## src/rtl/bpar_pkg.sv

```systemverilog
package bpar_pkg;

   typedef enum logic [1:0] {
      PH_NONE = 2'd0,
      PH_ADDR = 2'd1,
      PH_DATA = 2'd2
   } phase_e;

   typedef struct packed {
      phase_e kind;
      logic   local_src;
   } phase_ctx_t;

   localparam phase_ctx_t CTX_IDLE = '{kind: PH_NONE, local_src: 1'b0};

   // Address takes precedence when both strobes are raised together.
   function automatic phase_e classify(input logic is_addr, input logic is_data);
      if (is_addr)      return PH_ADDR;
      else if (is_data) return PH_DATA;
      else              return PH_NONE;
   endfunction

endpackage

```

## src/rtl/bpar_tree.sv

```systemverilog
module bpar_tree #(
   parameter int DW    = 32,
   parameter int CW    = 4,
   parameter int STYLE = 1
) (
   input  logic [DW-1:0] ad,
   input  logic [CW-1:0] cbe,
   output logic          parity
);
   localparam int LW = DW / CW;

   generate
      if (STYLE == 0) begin : g_flat
         assign parity = ^{ad, cbe};
      end else begin : g_lane
         logic [CW-1:0] lane_par;
         for (genvar i = 0; i < CW; i++) begin : g_l
            assign lane_par[i] = (^ad[i*LW +: LW]) ^ cbe[i];
         end
         assign parity = ^lane_par;
      end
   endgenerate

endmodule

```

## src/rtl/bpar_gen.sv

```systemverilog
module bpar_gen
   import bpar_pkg::*;
(
   input  logic       clk,
   input  logic       rst_n,
   input  logic       calc_par,
   input  logic       addr_phase,
   input  logic       data_phase,
   input  logic       local_drv,
   output logic       par_out,
   output logic       par_oe,
   output logic       exp_par,
   output phase_ctx_t ctx_q
);
   phase_ctx_t ctx_d;
   logic       par_q;

   always_comb begin
      ctx_d.kind      = classify(addr_phase, data_phase);
      ctx_d.local_src = local_drv;
   end

   always_ff @(posedge clk or negedge rst_n) begin
      if (!rst_n) begin
         par_q <= 1'b0;
         ctx_q <= CTX_IDLE;
      end else begin
         par_q <= calc_par;
         ctx_q <= ctx_d;
      end
   end

   assign exp_par = par_q;
   assign par_out = par_q;
   assign par_oe  = (ctx_q.kind != PH_NONE) && ctx_q.local_src;

endmodule

```

## src/rtl/bpar_chk.sv

```systemverilog
module bpar_chk
   import bpar_pkg::*;
(
   input  logic       clk,
   input  logic       rst_n,
   input  logic       exp_par,
   input  logic       par_in,
   input  phase_ctx_t ctx_q,
   input  logic       perr_en,
   input  logic       serr_en,
   input  logic       stat_clr,
   output logic       perr_n,
   output logic       serr_low,
   output logic       par_err_seen
);
   logic rx_phase, mism, bad_rx;
   logic perr_q, serr_q, seen_q;

   assign rx_phase = (ctx_q.kind != PH_NONE) && !ctx_q.local_src;
   assign mism     = par_in ^ exp_par;
   assign bad_rx   = rx_phase && mism;

   always_ff @(posedge clk or negedge rst_n) begin
      if (!rst_n) begin
         perr_q <= 1'b0;
         serr_q <= 1'b0;
         seen_q <= 1'b0;
      end else begin
         perr_q <= bad_rx && (ctx_q.kind == PH_DATA) && perr_en;
         serr_q <= bad_rx && (ctx_q.kind == PH_ADDR) && serr_en;
         seen_q <= bad_rx || (seen_q && !stat_clr);
      end
   end

   assign perr_n       = ~perr_q;
   assign serr_low     = serr_q;
   assign par_err_seen = seen_q;

endmodule

```

## src/rtl/busparity_unit.sv

```systemverilog
module busparity_unit
   import bpar_pkg::*;
#(
   parameter int DW    = 32,
   parameter int CW    = 4,
   parameter int STYLE = 1
) (
   input  logic          clk,
   input  logic          rst_n,
   input  logic [DW-1:0] ad,
   input  logic [CW-1:0] cbe,
   input  logic          addr_phase,
   input  logic          data_phase,
   input  logic          local_drv,
   input  logic          par_in,
   input  logic          perr_en,
   input  logic          serr_en,
   input  logic          stat_clr,
   output logic          par_out,
   output logic          par_oe,
   output logic          perr_n,
   output logic          serr_low,
   output logic          par_err_seen
);
   generate
      if (DW % CW != 0) begin : g_bad_width
         $error("busparity_unit: DW must be a multiple of CW");
      end
      if (STYLE < 0 || STYLE > 1) begin : g_bad_style
         $error("busparity_unit: STYLE must be 0 or 1");
      end
   endgenerate

   logic       calc_par;
   logic       exp_par;
   phase_ctx_t ctx_q;

   bpar_tree #(.DW(DW), .CW(CW), .STYLE(STYLE)) u_tree (
      .ad     (ad),
      .cbe    (cbe),
      .parity (calc_par)
   );

   bpar_gen u_gen (
      .clk        (clk),
      .rst_n      (rst_n),
      .calc_par   (calc_par),
      .addr_phase (addr_phase),
      .data_phase (data_phase),
      .local_drv  (local_drv),
      .par_out    (par_out),
      .par_oe     (par_oe),
      .exp_par    (exp_par),
      .ctx_q      (ctx_q)
   );

   bpar_chk u_chk (
      .clk          (clk),
      .rst_n        (rst_n),
      .exp_par      (exp_par),
      .par_in       (par_in),
      .ctx_q        (ctx_q),
      .perr_en      (perr_en),
      .serr_en      (serr_en),
      .stat_clr     (stat_clr),
      .perr_n       (perr_n),
      .serr_low     (serr_low),
      .par_err_seen (par_err_seen)
   );

endmodule

```

## config.mk

```make
export PLATFORM = sky130hd
export DESIGN_NAME = busparity_unit
export DESIGN_NICKNAME = d
export VERILOG_FILES = /design/src/rtl/bpar_pkg.sv /design/src/rtl/bpar_tree.sv /design/src/rtl/bpar_gen.sv /design/src/rtl/bpar_chk.sv /design/src/rtl/busparity_unit.sv
export SDC_FILE = /design/constraint.sdc
export NUM_CORES = 1
export LEC_CHECK = 0
export ABC_AREA = 1
export ABC_CLOCK_PERIOD_IN_PS = 1200
export BUFFER_PORTS_ARGS = -buffer_cell sky130_fd_sc_hd__buf_2
export CAP_MARGIN = 20
export CORE_UTILIZATION = 44
export DETAILED_ROUTE_END_ITERATION = 10
export PLACE_DENSITY = 0.76
export SLEW_MARGIN = 20
export SYNTH_ARGS = -nofsm -noshare
export SYNTH_HDL_FRONTEND = slang
export SYNTH_SLANG_ARGS = --single-unit
```

## constraint.sdc

```tcl
create_clock -name clk -period 1.2 [get_ports clk]
set_input_delay 0.24 -clock clk [delete_from_list [all_inputs] [get_ports clk]]
set_output_delay 0.24 -clock clk [all_outputs]
set_load 0.01 [all_outputs]
```

==> flow_summary_export.csv, run 1 <==
group,metric,value,unit
clocking,cts_buffer_depth,2,
final_layout,finalNonFillerCells,238,
final_layout,final_util,0.667,
worst_setup_path,end_kind,"primary output",
die,die_area,2190,µm²
timing,period_needed,1.18,ns
synthesis,yosys.area.top_type,"nand2_1",
placed_design,placed_cell_area,1160,µm²
clocking,cts_sinks,7,
power_and_ir_drop,cellPowerDensity,822,nW/µm²
clocking,clkTransAtPathRegs,0.05,ns
timing,rsz0062_at_grt,"yes",
final_layout,drive_above_1_share,0.319,
synthesis,syn_area_per_cell,5.58,µm²
worst_setup_path,critical_path_class,"reg -> out",
clocking,cts_inserted_buffers,3,
timing,max_slew_margin,0.836,
worst_setup_path,required,0.96,ns
die,die_x,46.8,µm
global_route,antenna_found_initial,0,
power_and_ir_drop,leakage,0.799,nW
power_and_ir_drop,irDropWorstVdd,465,µV
global_route,grt.overflow.total,0,
placed_design,place_inst,232,
flow_run,maxCapViolCount,0,
worst_hold_path,whs_path_depth,1,
synthesis,yosysUniqueCellTypes,13,
global_route,grt_pass1_vias,832,
die,start_util,0.490,
synthesis,ys_seq_elements,7,
timing,fin_hold_ws,0.117,ns
detailed_routing,ant_nets,0,
worst_setup_path,worstRegToRegCells,3,
clocking,htree_levels,1,
synthesis,synth_top_area_frac,0.306,
detailed_routing,vias,1024,
synthesis,synth_warnings,0,
clocking,cts_resized,0,
die,core,1800,µm²
global_route,grt_pass1_wl,2780,µm
detailed_routing,drcViolationCount,0,
placed_design,hpwlAfterDp,1530,µm
die,ios,50,
detailed_routing,wl,1690,µm
detailed_routing,dr.pass1.iters,4,
final_layout,final_common_cell,"nand2_1",
detailed_routing,first_iter_violations,6,
placed_design,place_congestion,0.636,
timing,finalSetupViolCount,0,
placed_design,portBuffers,49,
synthesis,synth_area_leaders,"nand2_1 (31%), dfrtp_1 (20%), inv_1 (11%)",
global_route,grt.total_usage,0.169,
timing,fmax,0.849,GHz
timing,final_max_slew_viol_count,0,
timing,tightest_slew,0.245,ns
final_layout,syn_to_final_growth,36.3,%
final_layout,final_cell_mix,"nand2_1 (72), buf_2 (49), inv_1 (27), nand3_1 (12)",
worst_setup_path,critical_path_arrival,0.94,ns
detailed_routing,wire_per_inst,7.08,µm
clocking,root_buffer,"clkbuf_4",
synthesis,syn-instance-count,158,
timing,finalCritPeriodShare,0.981,
die,rows,15,
final_layout,layout.nets,259,
final_layout,final_area,1200,µm²
final_layout,num_antenna_cells,0,
clocking,cts_tree,"yes",
detailed_routing,vias_per_cell,4.30,
timing,timing.final.ws_setup,0.0226,ns
die,die_y,46.8,µm
timing,final.setup_skew,0.00188,ns
synthesis,synth_seq_area_share,0.199,
worst_setup_path,crit_path_max_fanout,3,
clocking,insertion_delay,0.24,ns
placed_design,pre_cts_slack,-0.0694,ns
worst_setup_path,start_kind,"flip-flop",
timing,finalHoldViolCount,0,
synthesis,synth_area,882,µm²
run_status,outcome,"finished clean",
worst_hold_path,hp-class,"in -> reg",
synthesis,synth_nets,203,
global_route,grt_max_degree,8,
-- cell usage after synthesis --
cell type	count
nand2_1	72
inv_1	27
nand3_1	12
nand2_2	10
xor2_1	10
xnor2_1	8
dfrtp_1	7
inv_2	5
nor2_1	3
a21oi_1	1
nand3b_1	1
o211ai_1	1
o21ai_0	1
-- sequential cells by signal, indices dropped and copies added, names as in the netlist --
signal              count
u_gen.ctx_q             3
u_chk.par_err_seen      1
u_chk.perr_q            1
u_chk.serr_low          1
u_gen.exp_par           1
-- cells by family (layout without fill, tap and decap cells) --
| kind of cell | count (synthesis) | in the layout | synth area share |
|---|---|---|---|
| AOI/OAI and AO/OA | 3 | 3 | 0.0199 |
| DFF | 7 | 7 | 0.199 |
| and+or+nand+nor | 98 | 98 | 0.467 |
| buffers and inverters | 32 | 87 | 0.136 |
| xor gates and xnor gates | 18 | 18 | 0.179 |
-- worst max-delay path, cell delays in order (launching register included) --
cell	delay (ns)
dfrtp_1	0.36
inv_1	0.06
a21oi_1	0.14
buf_2	0.14
-- cell type report --
type                    count  area (µm²)
clock buffers               4        26.3
fillers                   174         599
inverters                  32         120
multi-input cells         119         587
flip-flops and latches      7         175
well taps                  25        31.3
repair buffers             51         263
-- final timing paths --
kind / start / endpoint / slack, ns
max in group asynchronous: rst_n / u_chk.par_err_seen$_DFF_PN0_ / 0.69
worst max register to register: u_gen.ctx_q[1]$_DFF_PN0_ / u_chk.par_err_seen$_DFF_PN0_ / 0.19
min in group asynchronous: rst_n / u_gen.ctx_q[2]$_DFF_PN0_ / 0.36
worst min register to register: u_chk.par_err_seen$_DFF_PN0_ / u_chk.par_err_seen$_DFF_PN0_ / 0.52
worst max-delay path: u_gen.ctx_q[1]$_DFF_PN0_ / par_oe / 0.02
worst min-delay path: local_drv / u_gen.ctx_q[0]$_DFF_PN0_ / 0.12
-- repair_timing --
| action | 4_1_cts | 5_1_grt |
|---|---|---|
| setup buffers | 0 | 1 |
| setup endpoints to repair | 0 | 1 |
| hold buffers | 1 | 0 |
| endpoints found under the hold margin | 7 | 0 |
-- report_power, final --
group / switching, W / internal, W
Clock: 0.0000725 / 0.000126
Sequential: 0.0000197 / 0.000270
Combinational: 0.000276 / 0.000224
Total: 0.000369 / 0.000620
-- per-stage QoR --
step / power, W / setup TNS, ns
after CTS: 0.00100 / 0
after global routing: 0.00110 / -0.0241
final: 0.000989 / 0
after global placement: 0.000768 / 0
after floorplan: 0.000622 / 0
after detailed placement: 0.000792 / -0.0694
-- per-layer routing --
metal / wire, µm / vias to the layer above / track usage
met4: 0 / 0 / 0.0514
met1: 675 / 426 / 0.174
met2: 947 / 26 / 0.353
met5: 0 / - / 0
met3: 63 / 0 / 0.0115
li1: - / 572 / -
(Power assumes the default switching activity.)
==> inputs of run 2 (changes only) <==
--- a/config.mk
+++ b/config.mk
@@ -9,9 +9,10 @@
 export ABC_CLOCK_PERIOD_IN_PS = 1200
 export BUFFER_PORTS_ARGS = -buffer_cell sky130_fd_sc_hd__buf_2
 export CAP_MARGIN = 20
-export CORE_UTILIZATION = 44
+export CORE_UTILIZATION = 45
+export CTS_BUF_LIST = sky130_fd_sc_hd__clkbuf_4 sky130_fd_sc_hd__clkbuf_8
 export DETAILED_ROUTE_END_ITERATION = 10
-export PLACE_DENSITY = 0.76
+export PLACE_DENSITY = 0.77
 export SLEW_MARGIN = 20
 export SYNTH_ARGS = -nofsm -noshare
 export SYNTH_HDL_FRONTEND = slang
==> run 2 against run 1 <==
Flip-flop and latch count stayed put. Setup slack better by 0.0081 ns. Hold slack worse by 0.023 ns. Global-route usage is 2.1 points higher. Wire length is 2.8% higher. Critical endpoint unchanged. Largest power group unchanged.
==> flow_summary_export.csv, run 2 (synthesis results as in run 1) <==
group,metric,value,unit
run_status,outcome,"finished clean",
power_and_ir_drop,power.total,0.00103,W
timing,final.setup_skew,0.00186,ns
clocking,post_cts_buffers,0,
worst_setup_path,rrSetupSlack,0.24,ns
clocking,cts_inserted_buffers,3,
worst_setup_path,end_kind,"primary output",
timing,rsz0062_at_grt,"yes",
power_and_ir_drop,irDropWorstVdd,440,µV
power_and_ir_drop,leakage,0.798,nW
detailed_routing,drcViolationCount,0,
final_layout,fillCellCount,175,
power_and_ir_drop,clkPwrFrac,0.231,
worst_setup_path,r2r-start,"u_gen.exp_par$_DFF_PN0_",
worst_setup_path,max_stage_delay,0.38,ns
timing,finalHoldViolCount,0,
placed_design,portBuffers,49,
global_route,grt.total_usage,0.190,
clocking,clkTransAtPathRegs,0.05,ns
clocking,cts_tree,"yes",
placed_design,placed_cell_area,1160,µm²
power_and_ir_drop,combPwrFrac,0.489,
power_and_ir_drop,p_sw,0.000389,W
global_route,grt_pass1_wl,2970,µm
die,die_x,46.3,µm
worst_setup_path,critical_path.startpoint,"u_gen.ctx_q[2]$_DFF_PN0_",
final_layout,layout.nets,258,
timing,final_max_slew_viol_count,0,
die,die_y,46.3,µm
die,ios,50,
worst_setup_path,crit_path_max_fanout,3,
timing,fin_hold_ws,0.0938,ns
worst_setup_path,required,0.96,ns
global_route,grt_max_degree,8,
worst_setup_path,start_kind,"flip-flop",
die,die_area,2140,µm²
final_layout,final_area,1200,µm²
power_and_ir_drop,switching_share,0.378,
final_layout,drive_above_1_share,0.330,
worst_setup_path,critical_path_class,"reg -> out",
power_and_ir_drop,cellPowerDensity,858,nW/µm²
final_layout,final_cell_mix,"nand2_1 (72), buf_2 (49), inv_1 (26), nand3_1 (12)",
final_layout,final_common_cell,"nand2_1",
power_and_ir_drop,p_int,0.000642,W
worst_setup_path,critPathSlowestCell,"dfrtp_1",
global_route,grt.overflow.total,0,
power_and_ir_drop,p_seq_frac,0.280,
timing,fmax,0.855,GHz
detailed_routing,dr.pass1.iters,4,
clocking,insertion_delay,0.25,ns
timing,finalSetupViolCount,0,
die,start_util,0.495,
detailed_routing,vias,1012,
timing,max_slew_margin,0.819,
timing,period_needed,1.17,ns
clocking,cts_buffer_depth,2,
timing,finalCritPeriodShare,0.974,
timing,tightest_slew,0.271,ns
worst_hold_path,min_from,"local_drv",
detailed_routing,wire_per_inst,7.31,µm
final_layout,final_util,0.674,
final_layout,top_register,"u_gen.ctx_q",
worst_hold_path,whs_path_depth,1,
die,rows,15,
final_layout,syn_to_final_growth,36.3,%
final_layout,num_antenna_cells,0,
die,core,1780,µm²
timing,finalSetupTns,0,ns
global_route,antenna_found_initial,0,
flow_run,maxCapViolCount,0,
detailed_routing,ant_nets,0,
detailed_routing,first_iter_violations,5,
worst_setup_path,worstPathCellList,"inv_2, a21oi_2, buf_2",
placed_design,place_congestion,0.655,
final_layout,largest_reg_flops,3,
clocking,cts_sinks,7,
placed_design,hpwlAfterDp,1560,µm
clocking,htree_levels,1,
worst_hold_path,hp-class,"in -> reg",
detailed_routing,wl,1730,µm
worst_setup_path,critical_path_arrival,0.93,ns
worst_setup_path,worstRegToRegCells,3,
global_route,grt_pass1_vias,865,
detailed_routing,vias_per_cell,4.27,
clocking,root_buffer,"clkbuf_4",
==> run 2: cell count changes in the layout (fill, tap and decap cells not counted) <==
cell,delta
inv_2,+1
buf_4,-1
a21oi_2,+1
a21oi_1,-1
clkbuf_4,+1
clkbuf_1,-1
inv_1,-1
==> run 2: cell type report <==
| type | instances | area (µm²) | area share |
|---|---|---|---|
| clock buffer | 4 | 30.0 | 0.0250 |
| inverter | 32 | 120 | 0.0999 |
| timing repair buffer | 50 | 255 | 0.212 |
| tap | 25 | 31.3 | 0.0260 |
| multi-input combinational | 119 | 591 | 0.491 |
| sequential | 7 | 175 | 0.146 |
==> run 2: routing by layer <==
metal | track usage | vias up | wire, µm | share of wire
li1 | - | 568 | - | -
met2 | 0.392 | 29 | 980 | 0.57
met4 | 0.0824 | 0 | 21 | 0.012
met3 | 0.0275 | 3 | 72 | 0.042
met5 | 0 | - | 0 | 0
met1 | 0.177 | 412 | 658 | 0.38
==> run 2: stage by stage <==
step	setup WS, ns	cells
final	0.0307	237
after global routing	-0.0333	237
after CTS	0.0141	237
after detailed placement	-0.0905	232
after global placement	0.00150	232
after floorplan	0.161	158
==> run 2: critical path, delay by kind of cell, from the launching register on <==
family          cells  cell delay (ns)
compound gates      1             0.11
buf+inv             2             0.19
flops               1             0.38
==> run 2: power groups by stage <==
| stage | combinational [W] | clock, W | sequential, W |
|---|---|---|---|
| 6_report | 0.000505 | 0.000238 | 0.000289 |
| 5_1_grt | 0.000586 | 0.000256 | 0.000295 |
| 4_1_cts | 0.000509 | 0.000243 | 0.000289 |
| 3_5_place_dp | 0.000505 | 0 | 0.000293 |
| 3_3_place_gp | 0.000478 | 0 | 0.000290 |
| 2_1_floorplan | 0.000316 | 0 | 0.000305 |
==> run 2: what timing repair did <==
action,in CTS,in global routing
hold endpoints to repair,7,0
hold buffers,1,0
setup endpoints to repair,0,1
resized for setup,0,2
==> run 2: worst paths after layout <==
check / to
max reg2reg: u_chk.par_err_seen$_DFF_PN0_
min reg2reg: u_chk.par_err_seen$_DFF_PN0_
min: u_gen.ctx_q[0]$_DFF_PN0_
min in group asynchronous: u_chk.par_err_seen$_DFF_PN0_
max: par_oe
max in group asynchronous: u_chk.perr_q$_DFF_PN0_
==> inputs of run 3 (changes only) <==
==> constraint.sdc (replaced) <==
create_clock -name clk -period 1.2 [get_ports clk]
set_input_delay 0.06 -clock clk [delete_from_list [all_inputs] [get_ports clk]]
set_output_delay 0.06 -clock clk [all_outputs]
set_load 0.05 [all_outputs]
==> run 3 against run 2 <==
Setup slack better by 0.052 ns. Cell area increased by 1.9%. First-iteration DRC count up 80%. Sequential share of layout area down 0.27 points. Via count up 3.7%.
==> flow_summary_export.csv, run 3 (synthesis results as in run 1) <==
group,metric,value,unit
timing,timing.final.ws_setup,0.0830,ns
final_layout,top_register,"u_gen.ctx_q",
timing,fmax,0.895,GHz
final_layout,layout.nets,260,
final_layout,largest_reg_flops,3,
worst_setup_path,critical_path_arrival,1.06,ns
global_route,grt_max_degree,8,
final_layout,fillCellCount,169,
detailed_routing,first_iter_violations,9,
worst_hold_path,min_from,"data_phase",
worst_setup_path,crit_path_max_fanout,3,
worst_setup_path,end_kind,"primary output",
flow_run,maxCapViolCount,0,
global_route,grt_pass1_wl,2920,µm
final_layout,syn_to_final_growth,38.9,%
timing,finalSetupViolCount,0,
worst_hold_path,whs_path_depth,3,
final_layout,num_antenna_cells,0,
power_and_ir_drop,irDropWorstVdd,586,µV
timing,max_slew_margin,0.832,
power_and_ir_drop,leakage,0.807,nW
clocking,cts_tree,"yes",
global_route,antenna_found_initial,0,
die,rows,15,
global_route,grt_pass1_vias,895,
final_layout,final_common_cell,"nand2_1",
final_layout,final_cell_mix,"nand2_1 (72), buf_2 (48), inv_1 (27), nand3_1 (12)",
clocking,insertion_delay,0.26,ns
clocking,cts_sinks,7,
worst_setup_path,max_stage_delay,0.36,ns
detailed_routing,drcViolationCount,0,
timing,finalSetupTns,0,ns
worst_setup_path,start_kind,"flip-flop",
die,die_y,46.3,µm
die,die_area,2140,µm²
worst_setup_path,rr_endpoint,"u_chk.par_err_seen$_DFF_PN0_",
worst_setup_path,rrSetupSlack,0.23,ns
worst_setup_path,r2r-start,"u_gen.exp_par$_DFF_PN0_",
timing,final_max_slew_viol_count,0,
power_and_ir_drop,cellPowerDensity,929,nW/µm²
clocking,htree_levels,1,
detailed_routing,wire_per_inst,7.29,µm
clocking,root_buffer,"clkbuf_4",
timing,tightest_slew,0.251,ns
power_and_ir_drop,power.total,0.00114,W
worst_setup_path,critical_path_class,"reg -> out",
worst_setup_path,worstPathCellList,"inv_1, a21oi_2, clkbuf_4",
timing,rsz0062_at_grt,"no",
placed_design,pre_cts_slack,0.0909,ns
clocking,cts_buffer_depth,2,
worst_hold_path,hp-class,"in -> reg",
detailed_routing,ant_nets,0,
die,ios,50,
run_status,outcome,"finished clean",
final_layout,final_area,1220,µm²
timing,period_needed,1.12,ns
timing,fin_hold_ws,0.00657,ns
detailed_routing,vias,1049,
detailed_routing,wl,1740,µm
timing,finalHoldViolCount,0,
clocking,post_cts_buffers,0,
die,core,1780,µm²
placed_design,hpwlAfterDp,1610,µm
worst_hold_path,whs_endpoint,"u_gen.ctx_q[2]$_DFF_PN0_",
timing,final.setup_skew,0.00458,ns
global_route,grt.overflow.total,0,
worst_setup_path,critPathSlowestCell,"dfrtp_1",
clocking,clkTransAtPathRegs,0.05,ns
die,start_util,0.495,
placed_design,portBuffers,49,
placed_design,placed_cell_area,1160,µm²
global_route,grt.total_usage,0.190,
detailed_routing,vias_per_cell,4.39,
final_layout,drive_above_1_share,0.322,
placed_design,place_congestion,0.631,
clocking,cts_inserted_buffers,3,
die,die_x,46.3,µm
worst_setup_path,worstRegToRegCells,3,
worst_setup_path,required,1.14,ns
detailed_routing,dr.pass1.iters,4,
timing,finalCritPeriodShare,0.931,
-- run 3: cell count changes in the layout (fill, tap and decap cells not counted), sizes merged --
cell and delta:
dlygate4sd3 +2, buf -1, clkbuf +1
-- run 3: worst max-delay path by stage --
stage,startpoint,endpoint,slack [ns],cells past startpoint
finish,u_gen.ctx_q[1]$_DFF_PN0_,par_oe,0.08,3
global placement,ad[14],u_gen.exp_par$_DFF_PN0_,0.18,13
floorplan,u_gen.exp_par$_DFF_PN0_,u_chk.par_err_seen$_DFF_PN0_,0.05,3
detailed placement,ad[8],u_gen.exp_par$_DFF_PN0_,0.09,13
global route,u_gen.ctx_q[1]$_DFF_PN0_,par_oe,0.03,3
CTS,u_gen.ctx_q[1]$_DFF_PN0_,par_oe,0.04,3
-- run 3: timing repair --
item | CTS | global route
setup endpoints to repair | 0 | 1
hold buffers | 3 | 0
gates resized for setup | 0 | 1
endpoints found under the hold margin | 10 | 0
-- run 3: layout make-up --
cell class,instances,area (µm²),share of cell area
clock buffer,4,30.0,0.0245
multi-input combinational,119,591,0.482
tap,25,31.3,0.0255
sequential,7,175,0.143
timing repair buffer,52,278,0.227
inverter,32,120,0.0981
-- run 3: metrics by stage --
| step | instances | utilization |
|---|---|---|
| after global routing | 239 | 0.687 |
| after CTS | 239 | 0.686 |
| final | 239 | 0.687 |
| after detailed placement | 232 | 0.652 |
| after floorplan | 158 | - |
| after global placement | 232 | 0.652 |
-- run 3: routing by layer --
metal	global-route usage	vias up	routed length [µm]
met5	0	-	0
met4	0.0882	0	29
met3	0.0392	3	71
met2	0.403	29	991
met1	0.158	440	651
li1	-	577	-
-- run 3: power by group --
part | total (W) | internal [W] | switching [W] | leakage (nW)
Combinational | 0.000603 | 0.000228 | 0.000374 | 0.699
Clock | 0.000245 | 0.000150 | 0.0000945 | 0.0184
Sequential | 0.000291 | 0.000270 | 0.0000210 | 0.0892
Total | 0.00114 | 0.000648 | 0.000490 | 0.807
-- run 3: worst max-delay path: cells and delay by family (launching register included) --
kind                   cells  cell delay [ns]
AOI/OAI and AO/OA          1             0.13
buffers and inverters      2             0.30
DFF                        1             0.36
